<file path="src/rtl/tmr_pkg.sv">
package tmr_pkg;
    typedef enum logic [1:0] {
        UPS_NONE   = 2'd0,
        UPS_SINGLE = 2'd1,
        UPS_DOUBLE = 2'd2
    } ups_kind_e;
endpackage

</file>
<file path="src/rtl/tmr_vote_core.sv">
module tmr_vote_core
    import tmr_pkg::*;
#(
    parameter int W = 16
) (
    input  logic [W-1:0] a_i,
    input  logic [W-1:0] b_i,
    input  logic [W-1:0] c_i,
    output logic [W-1:0] vote_o,
    output ups_kind_e    kind_o
);
    logic ab_eq, bc_eq, ac_eq;

    always_comb begin
        vote_o = (a_i & b_i) | (b_i & c_i) | (a_i & c_i);
        ab_eq  = (a_i == b_i);
        bc_eq  = (b_i == c_i);
        ac_eq  = (a_i == c_i);
        if (ab_eq && bc_eq)
            kind_o = UPS_NONE;
        else if (ab_eq || bc_eq || ac_eq)
            kind_o = UPS_SINGLE;
        else
            kind_o = UPS_DOUBLE;
    end
endmodule

</file>
<file path="src/rtl/upset_recorder.sv">
module upset_recorder
    import tmr_pkg::*;
#(
    parameter int CNT_W = 16,
    parameter int TS_W  = 32
) (
    input  logic             clk,
    input  logic             rst_n,
    input  ups_kind_e        kind_i,
    input  logic             clear_i,
    output logic [CNT_W-1:0] sgl_cnt_o,
    output logic [CNT_W-1:0] dbl_cnt_o,
    output logic [TS_W-1:0]  last_ts_o
);
    localparam logic [CNT_W-1:0] CNT_MAX = {CNT_W{1'b1}};

    typedef struct packed {
        logic [CNT_W-1:0] sgl;
        logic [CNT_W-1:0] dbl;
        logic [TS_W-1:0]  ts;
        logic [TS_W-1:0]  last;
    } rec_t;

    rec_t st_d, st_q;

    function automatic logic [CNT_W-1:0] bump(input logic [CNT_W-1:0] cur,
                                              input logic hit, input logic clr);
        logic [CNT_W-1:0] base;
        base = clr ? '0 : cur;
        if (hit && base != CNT_MAX)
            return base + 1'b1;
        return base;
    endfunction

    always_comb begin
        st_d     = st_q;
        st_d.ts  = st_q.ts + 1'b1;
        st_d.sgl = bump(st_q.sgl, kind_i == UPS_SINGLE, clear_i);
        st_d.dbl = bump(st_q.dbl, kind_i == UPS_DOUBLE, clear_i);
        if (kind_i != UPS_NONE)
            st_d.last = st_q.ts;
    end

    always_ff @(posedge clk or negedge rst_n) begin
        if (!rst_n) st_q <= '0;
        else        st_q <= st_d;
    end

    assign sgl_cnt_o = st_q.sgl;
    assign dbl_cnt_o = st_q.dbl;
    assign last_ts_o = st_q.last;

    p_sat_hold_r5: assert property (@(posedge clk) disable iff (!rst_n)
        (sgl_cnt_o == CNT_MAX && !clear_i) |=> sgl_cnt_o == CNT_MAX);
    p_clear_r5: assert property (@(posedge clk) disable iff (!rst_n)
        (clear_i && kind_i != UPS_DOUBLE) |=> dbl_cnt_o == '0);
    p_ts_step_r6: assert property (@(posedge clk) disable iff (!rst_n)
        1'b1 |=> st_q.ts == $past(st_q.ts) + 1'b1);
endmodule

</file>
<file path="src/rtl/upset_notifier.sv">
module upset_notifier
    import tmr_pkg::*;
(
    input  logic      clk,
    input  logic      rst_n,
    input  ups_kind_e kind_i,
    input  logic      clear_i,
    input  logic      poll_req_i,
    input  logic      vol_en_i,
    input  logic      vol_ack_i,
    output logic      resp_valid_o,
    output logic [1:0] resp_flags_o,
    output logic      vol_pulse_o,
    output logic      vol_pend_o
);
    typedef struct packed {
        logic [1:0] sticky;
        logic       rvalid;
        logic [1:0] rflags;
        logic       pulse;
        logic       pend;
    } ntf_t;

    ntf_t st_d, st_q;
    logic event_w;

    always_comb begin
        event_w   = (kind_i != UPS_NONE);
        st_d      = st_q;
        st_d.rvalid = poll_req_i;
        if (poll_req_i)
            st_d.rflags = st_q.sticky;
        if (clear_i)
            st_d.sticky = 2'b00;
        if (kind_i == UPS_SINGLE) st_d.sticky[0] = 1'b1;
        if (kind_i == UPS_DOUBLE) st_d.sticky[1] = 1'b1;
        st_d.pulse = event_w && vol_en_i;
        if (event_w && vol_en_i)
            st_d.pend = 1'b1;
        else if (vol_ack_i)
            st_d.pend = 1'b0;
    end

    always_ff @(posedge clk or negedge rst_n) begin
        if (!rst_n) st_q <= '0;
        else        st_q <= st_d;
    end

    assign resp_valid_o = st_q.rvalid;
    assign resp_flags_o = st_q.rflags;
    assign vol_pulse_o  = st_q.pulse;
    assign vol_pend_o   = st_q.pend;

    p_poll_resp_r7: assert property (@(posedge clk) disable iff (!rst_n)
        poll_req_i |=> resp_valid_o);
    p_pulse_pend_r8: assert property (@(posedge clk) disable iff (!rst_n)
        vol_pulse_o |-> vol_pend_o);
    p_quiet_r9: assert property (@(posedge clk) disable iff (!rst_n)
        !vol_en_i |=> !vol_pulse_o);
endmodule

</file>
<file path="src/rtl/tmr_trig_voter.sv">
module tmr_trig_voter
    import tmr_pkg::*;
#(
    parameter int W     = 16,
    parameter int CNT_W = 16,
    parameter int TS_W  = 32
) (
    input  logic             clk,
    input  logic             rst_n,
    input  logic [W-1:0]     copy_a_i,
    input  logic [W-1:0]     copy_b_i,
    input  logic [W-1:0]     copy_c_i,
    input  logic             clear_i,
    input  logic             poll_req_i,
    input  logic             vol_en_i,
    input  logic             vol_ack_i,
    output logic [W-1:0]     trig_o,
    output logic             warn_o,
    output logic             dbl_o,
    output logic             resp_valid_o,
    output logic [1:0]       resp_flags_o,
    output logic             vol_pulse_o,
    output logic             vol_pend_o,
    output logic [CNT_W-1:0] rec_sgl_cnt_o,
    output logic [CNT_W-1:0] rec_dbl_cnt_o,
    output logic [TS_W-1:0]  rec_time_o
);
    typedef struct packed {
        logic [W-1:0] word;
        logic         warn;
        logic         dbl;
    } out_t;

    out_t         out_d, out_q;
    logic [W-1:0] vote_w;
    ups_kind_e    kind_w;

    tmr_vote_core #(.W(W)) u_vote (
        .a_i(copy_a_i), .b_i(copy_b_i), .c_i(copy_c_i),
        .vote_o(vote_w), .kind_o(kind_w)
    );

    always_comb begin
        out_d.dbl  = (kind_w == UPS_DOUBLE);
        out_d.warn = (kind_w == UPS_SINGLE);
        out_d.word = out_d.dbl ? '0 : vote_w;
    end

    always_ff @(posedge clk or negedge rst_n) begin
        if (!rst_n) out_q <= '0;
        else        out_q <= out_d;
    end

    assign trig_o = out_q.word;
    assign warn_o = out_q.warn;
    assign dbl_o  = out_q.dbl;

    upset_recorder #(.CNT_W(CNT_W), .TS_W(TS_W)) u_rec (
        .clk(clk), .rst_n(rst_n), .kind_i(kind_w), .clear_i(clear_i),
        .sgl_cnt_o(rec_sgl_cnt_o), .dbl_cnt_o(rec_dbl_cnt_o),
        .last_ts_o(rec_time_o)
    );

    upset_notifier u_ntf (
        .clk(clk), .rst_n(rst_n), .kind_i(kind_w), .clear_i(clear_i),
        .poll_req_i(poll_req_i), .vol_en_i(vol_en_i), .vol_ack_i(vol_ack_i),
        .resp_valid_o(resp_valid_o), .resp_flags_o(resp_flags_o),
        .vol_pulse_o(vol_pulse_o), .vol_pend_o(vol_pend_o)
    );

    p_dbl_zero_r3: assert property (@(posedge clk) disable iff (!rst_n)
        dbl_o |-> trig_o == '0);
    p_flag_excl_r2: assert property (@(posedge clk) disable iff (!rst_n)
        $onehot0({warn_o, dbl_o}));
    p_clean_pass_r4: assert property (@(posedge clk) disable iff (!rst_n)
        (copy_a_i == copy_b_i && copy_b_i == copy_c_i)
        |=> (trig_o == $past(copy_a_i) && !warn_o && !dbl_o));
endmodule

</file>
<file path="config.mk">
export PLATFORM = sky130hd
export DESIGN_NAME = tmr_trig_voter
export DESIGN_NICKNAME = d
export VERILOG_FILES = /design/src/rtl/tmr_pkg.sv /design/src/rtl/tmr_vote_core.sv /design/src/rtl/upset_recorder.sv /design/src/rtl/upset_notifier.sv /design/src/rtl/tmr_trig_voter.sv
export SDC_FILE = /design/constraint.sdc
export NUM_CORES = 1
export LEC_CHECK = 0
export BUFFER_PORTS_ARGS = -buffer_cell sky130_fd_sc_hd__buf_4
export CORE_UTILIZATION = 45
export CTS_CLUSTER_DIAMETER = 40
export DETAILED_ROUTE_END_ITERATION = 6
export PLACE_DENSITY = 0.7
export SKIP_LAST_GASP = 1
export SYNTH_ARGS = -nofsm -noshare
export SYNTH_HDL_FRONTEND = slang
export SYNTH_SLANG_ARGS = --single-unit
</file>
<file path="constraint.sdc">
create_clock -name clk -period 5.9 [get_ports clk]
set_input_delay 0.59 -clock clk [delete_from_list [all_inputs] [get_ports clk]]
set_output_delay 0.59 -clock clk [all_outputs]
set_load 0.02 [all_outputs]
</file>
After elaboration in Yosys (flattened, before gate mapping). Cells that the tools add are included.

Muxes and demuxes: 16. Bitwise gates (word level): 5. Equal/unequal tests: 7. Add/sub/neg operators: 3. Reductions and logical operators: 10.

Operator list (number): $mux 16 (7); $and 16x16->16 (3); $eq 16x16->1 (3); $add 16x1->16 const B (2); $add 32x1->32 const B (1); $ne 16x16->1 const B (2); $or 16x16->16 (2); $reduce_bool 2->1 (4); $mux 1 (6); $mux 2 (3); $logic_and 1x1->1 (4); $eq 2x1->1 const B (1); $eq 2x2->1 const B (1); $logic_or 1x1->1 (2).

Bits in registers: 121. Output and inout bits: 87. Logic and storage cells: 54.

Longest topological paths before layout.
Depth after elaboration: 9. Mapped depth: 9.

Cells and area by module. Synthesis repeated with hierarchy kept, for this count alone.

Cell total of the unflattened synthesis: 570. Area total of the unflattened synthesis: 6496.2 sq um.

Modules (own cells, without submodules): upset_recorder (instances 1, seq. area each 2402.3 sq um, area an instance 4799.6 sq um, cells an instance 432); tmr_vote_core (instances 1, seq. area each 0.0 sq um, area an instance 819.5 sq um, cells an instance 82); tmr_trig_voter (instances 1, seq. area each 450.4 sq um, area an instance 619.3 sq um, cells an instance 38); upset_notifier (instances 1, seq. area each 175.2 sq um, area an instance 257.7 sq um, cells an instance 18).

Worst setup path after synthesis. Ideal clock, no wire load.

Path type: input to register. Start point: input clear_i. End point: register u_rec.st_q, in the netlist u_rec.sgl_cnt_o[1]. Setup slack: 3451 ps. Path buffers: 2. Stages: 9. Library setup time: 128 ps. Data arrival time: 2321 ps. Path through: buf_2 nor2b_1 ha_1 nand3_1 or3_1 o22ai_2 buf_6 nor2_2 mux2_1.

RTL lines: start, declared (RTL line tmr_trig_voter.sv:13) `input logic clear_i,`; end signal, assigned (RTL line upset_recorder.sv:46) `else st_q <= st_d;`; end, declared (RTL line upset_recorder.sv:24) `rec_t st_d, st_q;`.

==> flow_metrics.env <==
export IMPL_outcome="finished, final reports clean"
export IMPL_groute_layer_met1_usage=0.231
export IMPL_flip_flop_and_latch_count_after_synthesis=121
export IMPL_fin_hold_ws_ns=0.193
export IMPL_cp_data_required_time_ns=6.19
export IMPL_routed_wire_length_per_instance_um=15.6
export IMPL_vias=4561
export IMPL_post_route_drc_count=0
export IMPL_total_instance_count_after_detailed_placement=816
export IMPL_post_route_period_util=0.515
export IMPL_post_synth_top_count_cell="sky130_fd_sc_hd__dfrtp_1"
export IMPL_dieWidth_um=122
export IMPL_grt_util_all_layers=0.189
export IMPL_yosysTopAreaCellShare=0.465
export IMPL_finClkSkew_ns=0.00678
export IMPL_worst_margin_pin_slew_ns=1.15
export IMPL_netlist_top_cells_area="sky130_fd_sc_hd__dfrtp_1 46%, sky130_fd_sc_hd__ha_1 9.8%, sky130_fd_sc_hd__buf_4 7.8%"
export IMPL_total_leakage_power_nw=3.84
export IMPL_final_period_minus_worst_setup_slack_ns=3.04
export IMPL_async_reset_ff_frac=1.00
export IMPL_irDropWorstVdd_uv=189
export IMPL_clk_latency_ns=0.41
export IMPL_final_nets=760
export IMPL_timing_critical_path_buf_inv=2
export IMPL_diodes=0
export IMPL_synth_sequential_area_ratio=0.465
export IMPL_port_buffer_count=140
export IMPL_rows=43
export IMPL_routed_wl_mm=13.3
export IMPL_initial_detailed_routing_violation_count=244
export IMPL_critical_path_endpoint_type="register"
export IMPL_post_synth_net_total=682
export IMPL_grt_pass1_vias=4539
export IMPL_power_density_nw_per_um2=258
export IMPL_detailedRoute_firstPassIterationCount=4
export IMPL_post_route_cells_drive_above_1_share=0.347
export IMPL_crit_top_cell="sky130_fd_sc_hd__nor4_1"
export IMPL_final_antenna_net_count=0
export IMPL_area_added_between_synthesis_and_finish_pct=20.4
export IMPL_grt_overflow=0
export IMPL_max_clock_path_buffers=2
export IMPL_gp_congestion=0.814
export IMPL_grt_setup_unrepaired="no"
export IMPL_syn_area_sq_um=6510
export IMPL_setup_total_negative_slack_ns=0
export IMPL_cts_clk_slew_worst_paths_ns=0.05
export IMPL_crit_arrival_ns=3.32
export IMPL_timing_rr_start="u_rec.sgl_cnt_o[0]"
export IMPL_crit_path_max_fanout=46
export IMPL_cpMaxStageDelayCell="sky130_fd_sc_hd__nor4_1"
export IMPL_cts_root_buf="sky130_fd_sc_hd__clkbuf_16"
export IMPL_core_area_sq_um=14000
export IMPL_met2_usage=0.301
export IMPL_critical_path_top_delay_family="simple AND/OR/NAND/NOR gates"
export IMPL_synth_common_cells="121 x sky130_fd_sc_hd__dfrtp_1, 68 x sky130_fd_sc_hd__buf_4, 51 x sky130_fd_sc_hd__ha_1"
export IMPL_cts_inserted_buffers=17
export IMPL_synthCells=577
export IMPL_routed_via_count_divided_by_cell_count=5.38
export IMPL_post_cts_buffers=0
export IMPL_finalMaxSlewViolations=0
export IMPL_non_filler_cells_in_the_finished_layout=848
export IMPL_use_met3=0.0627
export IMPL_synth_avg_cell_area_sq_um=11.3
export IMPL_setup_violations_final=0
export IMPL_half_perimeter_wire_length_after_placement_mm=9.67
export IMPL_yosysWarningCount=0
export IMPL_hp_class="in -> async"
export IMPL_worstSetupPathType="in -> reg"
export IMPL_timing_fmax_ghz=0.329
export IMPL_synth_enable_flop_cells=0
export IMPL_ys_types=57
export IMPL_overall_die_height_um=122
export IMPL_tritoncts_clock_tree="done"
export IMPL_final_util=0.561
export IMPL_crit_chain="buf_4 -> ha_1 -> nor4_1 -> nand4_1 -> nand3_2 -> inv_2 -> nor4_1 -> mux2_2"
export IMPL_max_cap_violations=0
export IMPL_dominantRegCellSynth="sky130_fd_sc_hd__dfrtp_1"
export IMPL_final_hold_viol_count=0
export IMPL_top_level_ports=141
export IMPL_cts_resized_gates=0
export IMPL_initial_utilization=0.466
export IMPL_grt_most_used_layer="met2"
export IMPL_timing_critical_path_from="copy_a_i[3]"
export IMPL_worst_setup_path_start_kind="input port"
export IMPL_synth_top_cell_by_area="sky130_fd_sc_hd__dfrtp_1"
export IMPL_grt_max_degree=71
export IMPL_wire_length_of_the_first_global_routing_pass_mm=21.9
export IMPL_worst_path_largest_cell_delay_ns=0.43
export IMPL_dieArea_sq_um=15000
export IMPL_htree_levels=4
export IMPL_cts_hold_buf=0
export IMPL_timing_max_slew_rel_slack=0.232
export IMPL_clkSinkCount=121
export IMPL_post_layout_total_power_mw=2.03
export IMPL_grt_antenna_before_repair=0
## cells in the final DEF (no fill, tap or decap), drive strengths merged, types with 12 or more instances in the layout
| master | n |
|---|---|
| buf | 141 |
| dfrtp | 121 |
| ha | 51 |
| mux2 | 40 |
| xnor2 | 33 |
| nor2 | 33 |
| nand2 | 28 |
| nor3 | 27 |
| nand3 | 26 |
| clkbuf | 19 |
| nor4 | 16 |
| nand4 | 13 |
| a21oi | 12 |
| inv | 12 |
## final timing paths
kind | endpoint | slack (ns) | cells past startpoint
worst max-delay path | u_rec.sgl_cnt_o[9] | 2.86 | 8
worst min-delay path | trig_o[14] | 0.19 | 1
worst max register to register | u_rec.sgl_cnt_o[9] | 3.29 | 7
worst min register to register | u_rec.st_q[63] | 0.47 | 1
max in group asynchronous | trig_o[12] | 4.41 | 2
min in group clk | u_ntf.resp_valid_o | 0.31 | 1
## worst register-to-register path, cell delays in order (launching register included)
cell                      delay, ns
sky130_fd_sc_hd__dfrtp_1       0.39
sky130_fd_sc_hd__nor2b_1       0.24
sky130_fd_sc_hd__ha_1          0.23
sky130_fd_sc_hd__nand3_1       0.15
sky130_fd_sc_hd__or3_1         0.44
sky130_fd_sc_hd__o22ai_2       0.60
sky130_fd_sc_hd__nor4_1        0.14
sky130_fd_sc_hd__mux2_2        0.31
## registers in the layout, summed over array words and instances (netlist names)
register,cells
dbl_o,1
trig_o,16
u_ntf.resp_flags_o,2
u_ntf.resp_valid_o,1
u_ntf.st_q,2
u_ntf.vol_pend_o,1
u_ntf.vol_pulse_o,1
u_rec.dbl_cnt_o,16
u_rec.last_ts_o,32
u_rec.sgl_cnt_o,16
u_rec.st_q,32
warn_o,1
## through the flow
stage,area [sq um],worst slack [ns]
CTS,7850,2.88
detailed placement,7230,2.46
finish,7850,2.86
floorplan,6510,3.45
global route,7850,2.61
global placement,7230,2.60
## kinds of logic (layout without fill, tap and decap cells)
logic type,after synthesis,in the layout,share of synthesized area
adder cells (fa/ha/maj),51,51,0.0980
buffers and inverters,91,182,0.0941
flip-flops,121,121,0.465
AO/OA/AOI/OAI,33,33,0.0363
XOR/XNOR,40,40,0.0538
AND/OR/NAND/NOR,199,199,0.180
multiplexers,42,42,0.0728
## cell type report
type,instances,area (sq um)
Fill cell,1199,6140
Multi-Input combinational cell,365,2880
Sequential cell,121,3030
Clock inverter,13,166
Clock buffer,19,453
Timing Repair Buffer,141,1060
Inverter,9,33.8
Tap cell,180,225
## power by group
part	internal, mW	leakage [nW]	switching [mW]	total, mW
combinational	0.0533	1.90	0.0618	0.115
clock	0.690	0.297	0.382	1.07
sequential	0.834	1.64	0.00364	0.838
## routing by layer
layer  part of all wire  vias up  routed length [um]
met4              0.028        0                 366
met1               0.43     2240                5770
met3              0.066       32                 875
met2               0.47      139                6260
li1                   -     2150                   -
met5                  0        -                   0
Note: power is estimated with default switching activity, not from simulation.
